**src/rtl/jab_guard_pkg.sv**
```systemverilog
package jab_guard_pkg;
  typedef enum logic {
    ST_PASS = 1'b0,
    ST_CUT  = 1'b1
  } guard_state_e;

  function automatic int unsigned run_bits(input int unsigned limit);
    return $clog2(limit + 1);
  endfunction
endpackage

```
**src/rtl/jab_run_counter.sv**
```systemverilog
module jab_run_counter #(
  parameter int unsigned LIMIT = 16375,
  localparam int unsigned W = jab_guard_pkg::run_bits(LIMIT)
) (
  input  logic clk,
  input  logic rst_n,
  input  logic carrier_i,
  output logic at_limit_o
);
  localparam logic [W-1:0] LIM_V = W'(LIMIT);

  logic [W-1:0] run_q, run_d;
  logic         run_en;

  always_comb begin
    run_en = carrier_i ? (run_q != LIM_V) : (run_q != '0);
    run_d  = carrier_i ? run_q + 1'b1 : '0;
  end

  always_ff @(posedge clk or negedge rst_n) begin
    if (!rst_n)      run_q <= '0;
    else if (run_en) run_q <= run_d;
  end

  assign at_limit_o = (run_q == LIM_V);

  // one low sample empties the run
  a_r4_clear_on_drop: assert property (@(posedge clk) disable iff (!rst_n)
    !carrier_i |=> !at_limit_o && (run_q == '0));

  // counter holds at the limit instead of wrapping
  a_r7_saturate: assert property (@(posedge clk) disable iff (!rst_n)
    (at_limit_o && carrier_i) |=> at_limit_o);

  // never beyond the limit
  a_r7_in_range: assert property (@(posedge clk) disable iff (!rst_n)
    run_q <= LIM_V);
endmodule

```
**src/rtl/jab_cut_fsm.sv**
```systemverilog
module jab_cut_fsm
  import jab_guard_pkg::*;
(
  input  logic clk,
  input  logic rst_n,
  input  logic carrier_i,
  input  logic idle_i,
  input  logic at_limit_i,
  output logic cut_o,
  output logic entry_o
);
  guard_state_e state_q, state_d;
  logic         entry_q, entry_d;

  always_comb begin
    state_d = state_q;
    entry_d = 1'b0;
    unique case (state_q)
      ST_PASS: if (carrier_i && at_limit_i) begin
        state_d = ST_CUT;
        entry_d = 1'b1;
      end
      ST_CUT:  if (!carrier_i && idle_i) state_d = ST_PASS;
      default: state_d = ST_PASS;
    endcase
  end

  always_ff @(posedge clk or negedge rst_n) begin
    if (!rst_n) begin
      state_q <= ST_PASS;
      entry_q <= 1'b0;
    end else begin
      state_q <= state_d;
      entry_q <= entry_d;
    end
  end

  assign cut_o   = (state_q == ST_CUT);
  assign entry_o = entry_q;

  // cutoff only after an over-limit run
  a_r3_entry_needs_limit: assert property (@(posedge clk) disable iff (!rst_n)
    $rose(cut_o) |-> $past(carrier_i) && $past(at_limit_i));

  // leaving the cutoff needs carrier low and idle seen together
  a_r5_exit_on_idle: assert property (@(posedge clk) disable iff (!rst_n)
    $fell(cut_o) |-> $past(!carrier_i) && $past(idle_i));

  // carrier keeps the port cut off
  a_r5_hold_on_carrier: assert property (@(posedge clk) disable iff (!rst_n)
    (cut_o && carrier_i) |=> cut_o);

  // start pulse lasts one cycle and coincides with a fresh cutoff
  a_r6_single_pulse: assert property (@(posedge clk) disable iff (!rst_n)
    entry_o |=> !entry_o);

  a_r6_pulse_on_entry: assert property (@(posedge clk) disable iff (!rst_n)
    entry_o |-> cut_o && $past(!cut_o));
endmodule

```
**src/rtl/jab_port_guard.sv**
```systemverilog
module jab_port_guard #(
  parameter int unsigned LIMIT_CYCLES = 16375
) (
  input  logic clk,
  input  logic rst_n,
  input  logic crs_i,
  input  logic idle_i,
  output logic rx_en_o,
  output logic tx_en_o,
  output logic jabber_o,
  output logic jab_start_o
);
  logic at_limit;
  logic cut;

  jab_run_counter #(.LIMIT(LIMIT_CYCLES)) u_run (
    .clk        (clk),
    .rst_n      (rst_n),
    .carrier_i  (crs_i),
    .at_limit_o (at_limit)
  );

  jab_cut_fsm u_fsm (
    .clk        (clk),
    .rst_n      (rst_n),
    .carrier_i  (crs_i),
    .idle_i     (idle_i),
    .at_limit_i (at_limit),
    .cut_o      (cut),
    .entry_o    (jab_start_o)
  );

  assign rx_en_o  = !cut;
  assign tx_en_o  = !cut;
  assign jabber_o = cut;

  // quiet outputs in reset
  a_r1_reset_state: assert property (@(posedge clk)
    !rst_n |-> rx_en_o && tx_en_o && !jabber_o && !jab_start_o);
endmodule

```
**config.mk**
```make
export PLATFORM = sky130hd
export DESIGN_NAME = jab_port_guard
export DESIGN_NICKNAME = d
export VERILOG_FILES = /design/src/rtl/jab_guard_pkg.sv /design/src/rtl/jab_run_counter.sv /design/src/rtl/jab_cut_fsm.sv /design/src/rtl/jab_port_guard.sv
export SDC_FILE = /design/constraint.sdc
export NUM_CORES = 1
export LEC_CHECK = 0
export ABC_AREA = 0
export BUFFER_PORTS_ARGS = -buffer_cell sky130_fd_sc_hd__buf_2
export CORE_MARGIN = 2
export CORE_UTILIZATION = 42
export DETAILED_ROUTE_END_ITERATION = 6
export PLACE_DENSITY_LB_ADDON = 0.25
export SYNTH_ARGS = -nofsm -noshare
export SYNTH_HDL_FRONTEND = slang
export SYNTH_SLANG_ARGS = --single-unit
```
**constraint.sdc**
```tcl
create_clock -name clk -period 4.6 [get_ports clk]
set_input_delay 0.23 -clock clk [delete_from_list [all_inputs] [get_ports clk]]
set_output_delay 0.23 -clock clk [all_outputs]
set_load 0.005 [all_outputs]
```
### Word level (Yosys, flattened, before mapping)

Cells that the tools add are included.
Widths: inputs -> output; s select.

* bits in registers: 16
* bits of input ports: 4
* output and inout bits: 4
* word-level logic and storage cells: 18

* add/subtract/negate cells: 1
* equality and inequality tests: 2
* mux-type cells: 6
* bitwise operators: 1
* reduce and logical (&&, ||, !) cells: 5

Operator list (number)
* $add 14x1->14 const B: 1
* $eq 14x14->1 const B: 1
* $mux 14: 1
* $ne 14x14->1 const B: 1
* $reduce_bool 14->1: 1
* $mux 1: 4
* $logic_and 1x1->1: 2
* $logic_not 1->1: 2
* $pmux 1 s2: 1
* $not 1->1: 1

### Longest topological paths before layout

Gate-level depths: netlist (run 1).

* depth in word-level cells: 4
* mapped depth: 7
* mapped depth without buffers: 6

### By module

From an unflattened synthesis (run 1), not the netlist that was laid out.

* cells, all modules: 90
* area total of the unflattened synthesis: 880.8 um^2

Modules (own cells, without submodules)
* jab_run_counter: instances 1, cells each 81, area an instance 798.3 um^2, sequential area each 350.3 um^2
* jab_cut_fsm: instances 1, cells each 7, area an instance 71.3 um^2, sequential area each 50.0 um^2
* jab_port_guard: instances 1, cells each 2, area an instance 11.3 um^2, sequential area each 0.0 um^2

### Worst setup path after synthesis (run 1)

No wires, ideal clock.

* path type: register -> register
* from: register u_run.run_q[0]
* to: register u_run.run_q[0]
* setup time: 0.079 ns
* data arrival time: 1.458 ns
* data required time: 4.521 ns
* setup slack: 3.063 ns
* cell stages (with the launch flop): 7
* path buffers: 1
* period minus slack after synthesis: 1.537 ns
* cell sequence: dfrtp_1 ha_1 nand4b_2 nor4_4 nand2b_1 buf_6 mux2i_1

* word-level cells in the longest chain between the ends: 2
* elaborated cells on any way between the ends: 5
* classes of those cells: 1 x add/sub; 1 x eq/ne; 2 x mux; 1 x reduce/logical

Ends and longest elaborated chain
* start: declaration: RTL line jab_run_counter.sv:12 `logic [W-1:0] run_q, run_d;`
* start signal: assignment: RTL line jab_run_counter.sv:22 `else if (run_en) run_q <= run_d;`
* $add 14x1->14, or another cell as far along: RTL line jab_run_counter.sv:17 `run_d = carrier_i ? run_q + 1'b1 : '0;`
* $mux 14 or $mux 1 (tied branches): RTL line jab_run_counter.sv:17, jab_run_counter.sv:16

Parallel ways exist; a longest one is shown, timed or not.
A chain may end at the register's enable or synchronous reset.

### Worst setup path after layout (run 1)

* from: register u_run.run_q[0]
* to: register u_run.run_q[1]

Same word-level chain as after synthesis.

==> impl_metrics.py, run 1 <==
metrics = {
    "cells_and_area": {
        "final_area_um2": 996.0,
        "area_growth_pct": 8.299,
        "finalNetCount": 103,
        "diodes": 0,
        "final_layout_size_suffix_gt1_frac": 0.2188,
    },
    "sta": {
        "worst_pin_slew_ps": 369.7,
        "period_needed_ps": 1842,
        "fmax_mhz": 543.0,
        "fin_ws_ps": 2758,
        "setup-tns-final_ps": 0,
        "hold_viol_final": 0,
        "rsz0062_at_grt": "false",
        "period_share": 0.4003,
        "relSlewSlack": 0.7535,
        "skew_ps": 2.805,
        "drv_slew": 0,
        "setup_viol": 0,
    },
    "setup_path": {
        "path_cells": "ha_1 > nand4b_2 > nor4_4 > nand2b_1 > mux2i_1",
        "r2r_cells": 5,
        "regToRegSetupSlack_ps": 2760,
        "critPathRequiredTime_ps": 4820,
        "cp_num_buf_inv": 0,
        "cp_slowest_stage_delay_ps": 400,
        "critical_path_class": "reg -> reg",
        "slowest_stage": "dfrtp_1",
        "cp.arrival_ps": 2060,
        "critPathLaunchType": "register",
        "crit_path_end_kind": "register",
        "timing.rr.start": "u_run.run_q[0]$_DFFE_PN0P_",
        "r2r-end": "u_run.run_q[1]$_DFFE_PN0P_",
        "cp_max_fo": 6,
        "critPathTopFamily": "simple AND/OR/NAND/NOR gates",
    },
    "worst_hold_path": {
        "hp-class": "in -> reg",
        "min_from": "idle_i",
        "min_delay_path_depth": 2,
        "hold_path_end": "u_fsm.cut_o$_DFF_PN0_",
    },
    "power_and_ir_drop": {
        "peakVddDrop_mv": 0.1797,
        "p_leak_nw": 0.4596,
        "power_density_mw_per_mm2": 317.5,
        "power_mw": 0.3162,
    },
    "routing": {
        "routedWlPerCell_um": 14.31,
        "routed_wl_um": 1760,
        "drcViolationCount": 0,
        "drt_pass1_iterations": 4,
        "antenna_left": 0,
        "drtIter0Drc": 8,
        "vias_per_cell": 5.683,
        "vias": 699,
    },
    "yosys": {
        "synthDistinctLibCells": 38,
        "synthTopCellsByArea": "dfrtp_1 (44%), mux2i_1 (3.3%), nor2_1 (2.9%), xor2_1 (2.9%), ha_1 (2.7%)",
        "syn-num-nets": 95,
        "synth-seq-cells": 16,
        "yosys_warnings": 0,
        "synthCells": 89,
        "synthesis.area_um2": 919.6,
        "syn_area_per_cell_um2": 10.33,
        "synth_top_area_share": 0.4354,
        "yosysTopAreaCell": "dfrtp_1",
        "synth-seq-area-share": 0.4354,
    },
    "floorplan": {
        "initial_utilization": 0.4548,
        "fp.dieH_um": 50.80,
        "core-area_mm2": 0.002022,
        "dieWidth_um": 50.80,
        "num_rows": 16,
        "io-pin-count": 8,
        "dieArea_mm2": 0.002580,
    },
    "clock_network": {
        "clk_latency_ps": 290,
        "post_cts_buffers": 0,
        "cts_buffer_depth": 2,
        "cts_tree": "built",
        "cts_resized": 0,
        "cts_hold_buf": 1,
        "clkSlewWorstSetupHoldPaths_ps": 100,
        "numClockSinks": 16,
        "cts_root_buffer": "clkbuf_4",
        "cts_max_level": 1,
        "cts_buffers": 3,
    },
    "placed_design": {
        "numPortBuffers": 7,
        "dpl_cell_area_um2": 949.7,
        "place_ws_ps": 2783,
        "gp_congestion": 0.7319,
        "dp_hpwl_um": 1241,
    },
    "global_routing": {
        "grt_max_degree": 17,
        "antenna_found_initial": 0,
        "grt_pass1_vias": 693,
        "gr-total-overflow": 0,
        "grt_pass1_wl_um": 3022,
        "grt.total_usage": 0.1605,
    },
    "job": {
        "max-cap-violations": 0,
    },
    "run_status": {
        "outcome": "completed",
    },
}
-- where the power goes --
part / internal [mW] / switching (mW) / leakage (nW)
clock network: 0.0482 / 0.0475 / 0.0210
logic: 0.0259 / 0.0323 / 0.218
registers: 0.150 / 0.0123 / 0.221
total: 0.224 / 0.0921 / 0.460
-- sequential cells by signal, summed over array words and instances, names as in the netlist --
name / flops
u_fsm.cut_o: 1
u_fsm.entry_o: 1
u_run.run_q: 14
-- cells by family after synthesis --
family	after synthesis	share of synthesized area
DFF	16	0.4354
buffers and inverters	11	0.06666
muxes	3	0.03265
adders and majority gates	2	0.02721
AOI/OAI and AO/OA	14	0.1143
and+or+nand+nor	38	0.2762
xor gates and xnor gates	5	0.04763
-- cells in the final DEF (no fill, tap or decap), types with 3 or more instances in the layout --
master    instances
buf_2             7
xor2_1            3
nand4_1           4
mux2i_1           3
clkbuf_4          3
nand3_1           3
dfrtp_1          16
nand2_1           5
a21oi_1           3
nor2_1            7
inv_1             6
nor4_1            3
-- final cells by class --
type                       count  area [um2]
fill                         183        1026
multi-input combinational     62       457.9
inverter                       6       22.52
clock buffer                   4       36.28
sequential                    16       400.4
tap                           27       33.78
timing repair buffer           8       45.04
-- layer usage --
layer  share of wire  global-route usage
met3           0.034             0.03571
met4           0.034              0.1171
met5               0                   0
met2            0.45              0.2500
met1            0.49              0.1932
-- cell usage after synthesis --
cell       instances
nand2_1            5
nand4b_2           1
or4_1              1
a21oi_1            3
o21ai_0            2
clkbuf_1           1
mux2i_1            3
o41ai_1            1
nand4_1            4
nand4_2            1
buf_2              1
dfrtp_1           16
buf_6              2
or3_2              1
a31oi_1            2
nand3_1            3
inv_1              6
o31ai_1            1
xnor2_1            2
a2bb2oi_2          1
nor4b_1            1
a41oi_1            1
and2_2             1
nor4_1             3
and4_4             1
nand2b_1           2
and3_1             2
nor2_1             7
nand3_4            1
ha_1               2
and2_1             1
o22a_2             1
buf_4              1
a21o_2             1
nor3_1             2
xor2_1             3
nor4_4             1
o22a_1             1
-- per-stage QoR --
stage | std cells | hold WS (ps) | utilization
final | 123 | 110.6 | 0.4926
after global routing | 123 | 102.0 | 0.4926
after global placement | 118 | 161.4 | 0.4697
after CTS | 123 | 106.4 | 0.4926
after detailed placement | 118 | 167.1 | 0.4697
after floorplan | 89 | -65.59 | -
-- how the worst max path moves through the flow --
| stage | from | endpoint | slack, ps | cells after the start |
|---|---|---|---|---|
| 2_1_floorplan | u_run.run_q[0]$_DFFE_PN0P_ | u_run.run_q[0]$_DFFE_PN0P_ | 3060 | 6 |
| 3_3_place_gp | u_run.run_q[0]$_DFFE_PN0P_ | u_run.run_q[0]$_DFFE_PN0P_ | 2910 | 5 |
| 3_5_place_dp | u_run.run_q[1]$_DFFE_PN0P_ | u_run.run_q[1]$_DFFE_PN0P_ | 2780 | 5 |
| 4_1_cts | u_run.run_q[1]$_DFFE_PN0P_ | u_run.run_q[1]$_DFFE_PN0P_ | 2760 | 5 |
| 5_1_grt | u_run.run_q[1]$_DFFE_PN0P_ | u_run.run_q[1]$_DFFE_PN0P_ | 2650 | 5 |
| 6_report | u_run.run_q[0]$_DFFE_PN0P_ | u_run.run_q[1]$_DFFE_PN0P_ | 2760 | 5 |
No activity file was read; power rests on OpenSTA's default activity.
==> inputs of run 2 (changes only) <==
==> constraint.sdc (replaced) <==
create_clock -name clk -period 1.5 [get_ports clk]
set_input_delay 0.075 -clock clk [delete_from_list [all_inputs] [get_ports clk]]
set_output_delay 0.075 -clock clk [all_outputs]
set_load 0.005 [all_outputs]
==> impl_metrics.py, run 2 (synthesized netlist as in run 1, its figures left out) <==
metrics = {
    "run_status": {
        "outcome": "completed",
    },
    "sta": {
        "fmax_mhz": 683.0,
        "relSlewSlack": 0.7516,
        "worst_pin_slew_ps": 372.2,
        "setup_viol": 0,
        "skew_ps": 6.382,
        "period_needed_ps": 1464,
        "drv_slew": 0,
        "period_share": 0.9761,
        "rsz0062_at_grt": "true",
        "fin_ws_ps": 35.78,
        "hold_viol_final": 0,
        "setup-tns-final_ps": 0,
    },
    "worst_hold_path": {
        "min_delay_path_depth": 3,
        "hold_path_end": "u_run.run_q[13]$_DFFE_PN0P_",
        "hp-class": "in -> reg",
        "min_from": "crs_i",
    },
    "cells_and_area": {
        "finalNetCount": 122,
        "area_growth_pct": 35.10,
        "diodes": 0,
        "largest_reg_flops": 14,
        "fin_cells": 142,
        "final_layout_size_suffix_gt1_frac": 0.4696,
        "final_common_cell": "buf_4",
        "mostFrequentLayoutCells": "buf_4 (16), dfrtp_1 (12), buf_2 (7), nor2_1 (6)",
        "top_register": "u_run.run_q",
    },
    "routing": {
        "drt-met1-wl_um": 891,
        "dr_wl_met2_um": 1087,
        "drt_pass1_iterations": 4,
        "routedWlPerCell_um": 14.52,
        "vias": 778,
        "antenna_left": 0,
        "routed.top_layer": "met4",
        "routed_wl_um": 2062,
        "vias_per_cell": 5.479,
        "route.met3.wl_um": 40,
        "drcViolationCount": 0,
        "drtIter0Drc": 10,
    },
    "floorplan": {
        "dieWidth_um": 50.80,
        "initial_utilization": 0.4548,
        "num_rows": 16,
        "io-pin-count": 8,
        "core-area_mm2": 0.002022,
        "dieArea_mm2": 0.002580,
        "fp.dieH_um": 50.80,
    },
    "power_and_ir_drop": {
        "peakVddDrop_mv": 0.8081,
        "power_density_mw_per_mm2": 929.6,
        "switchingPower_mw": 0.3423,
        "swShare": 0.2964,
        "p_clk_frac": 0.255,
        "pwr-share-comb": 0.299,
        "p_leak_nw": 0.5784,
        "p_int_mw": 0.8127,
        "seqPwrFrac": 0.446,
        "power_mw": 1.155,
    },
    "global_routing": {
        "antenna_found_initial": 0,
        "gr-total-overflow": 0,
        "grt_max_degree": 17,
        "grt_pass1_vias": 760,
        "grt.total_usage": 0.1816,
        "grt_pass1_wl_um": 3484,
    },
    "setup_path": {
        "r2r_cells": 7,
        "r2r-end": "u_run.run_q[5]$_DFFE_PN0P_",
        "crit_path_end_kind": "register",
        "critical_path_class": "reg -> reg",
        "critPathRequiredTime_ps": 1730,
        "timing.rr.start": "u_run.run_q[1]$_DFFE_PN0P_",
        "cp.arrival_ps": 1690,
        "critPathLaunchType": "register",
        "regToRegSetupSlack_ps": 40,
        "cp_max_fo": 4,
    },
    "placed_design": {
        "place_ws_ps": -98.49,
        "numPortBuffers": 7,
        "dp.cells": 133,
        "dp_hpwl_um": 1476,
        "gp_congestion": 0.7562,
    },
    "clock_network": {
        "clkSlewWorstSetupHoldPaths_ps": 100,
        "cts_buffer_depth": 2,
        "cts_max_level": 1,
        "cts_root_buffer": "clkbuf_4",
        "cts_tree": "built",
        "numClockSinks": 16,
        "clk_latency_ps": 300,
        "cts_buffers": 3,
    },
    "job": {
        "max-cap-violations": 0,
    },
}
## run 2: changes by cell type in the layout (fill, tap and decap cells not counted), moves of 2 or more
cell,delta
ha_4,+2
buf_6,+2
dfrtp_1,-4
dfrtp_2,+4
inv_2,+2
ha_1,-2
inv_1,-2
buf_4,+16
## run 2: worst max-delay path by stage
| stage | cells after the start | endpoint | slack [ps] | startpoint |
|---|---|---|---|---|
| final | 7 | u_run.run_q[5]$_DFFE_PN0P_ | 40 | u_run.run_q[1]$_DFFE_PN0P_ |
| after global routing | 6 | u_run.run_q[5]$_DFFE_PN0P_ | -80 | u_run.run_q[1]$_DFFE_PN0P_ |
| after CTS | 7 | u_run.run_q[6]$_DFFE_PN0P_ | 10 | u_run.run_q[1]$_DFFE_PN0P_ |
| after detailed placement | 7 | u_run.run_q[0]$_DFFE_PN0P_ | -100 | u_run.run_q[0]$_DFFE_PN0P_ |
| after global placement | 7 | u_run.run_q[1]$_DFFE_PN0P_ | -60 | u_run.run_q[0]$_DFFE_PN0P_ |
| after floorplan | 5 | u_run.run_q[0]$_DFFE_PN0P_ | 90 | u_run.run_q[8]$_DFFE_PN0P_ |
## run 2: routing by layer
metal  vias to the layer above  global-route usage
met5                         -                   0
met4                         0             0.06757
met3                         5             0.01786
met2                        13              0.3289
met1                       386              0.2206
li1                        374                   -
## run 2: layout make-up
| type | count | area [um2] |
|---|---|---|
| Inverter | 6 | 22.52 |
| Sequential cell | 16 | 405.4 |
| Fill cell | 162 | 779.5 |
| Multi-Input combinational cell | 62 | 546.8 |
| Timing Repair Buffer | 27 | 197.7 |
| Clock buffer | 4 | 36.28 |
| Tap cell | 27 | 33.78 |
## run 2: power by group through the flow
stage / Clock [mW] / Sequential [mW] / Combinational, mW
5_1_grt: 0.315 / 0.519 / 0.390
6_report: 0.294 / 0.515 / 0.346
3_3_place_gp: 0 / 0.500 / 0.246
4_1_cts: 0.292 / 0.495 / 0.294
3_5_place_dp: 0 / 0.505 / 0.252
2_1_floorplan: 0 / 0.497 / 0.162
## run 2: what timing repair did
item | CTS | global route
setup buffers | 2 | 2
endpoints found under the hold margin | 17 | 0
pin swaps | 1 | 5
resized for setup | 4 | 18
hold buffers | 2 | 0
endpoints found under the setup margin | 5 | 12
## run 2: critical path: stages, from the launching register on
cell,delay (ps)
dfrtp_2,460
inv_2,90
ha_4,120
nor4b_4,170
nand4_1,180
nand2b_4,150
buf_6,110
a2bb2oi_2,120
## run 2: per-stage QoR
step | utilization | hold WS (ps) | instance area, um2
after detailed placement | 0.5266 | 16.17 | 1065
final | 0.6145 | 116.6 | 1242
after CTS | 0.5662 | 115.1 | 1145
after global placement | 0.5266 | 7.612 | 1065
after global routing | 0.6145 | 145.0 | 1242
after floorplan | - | -220.6 | 922.1
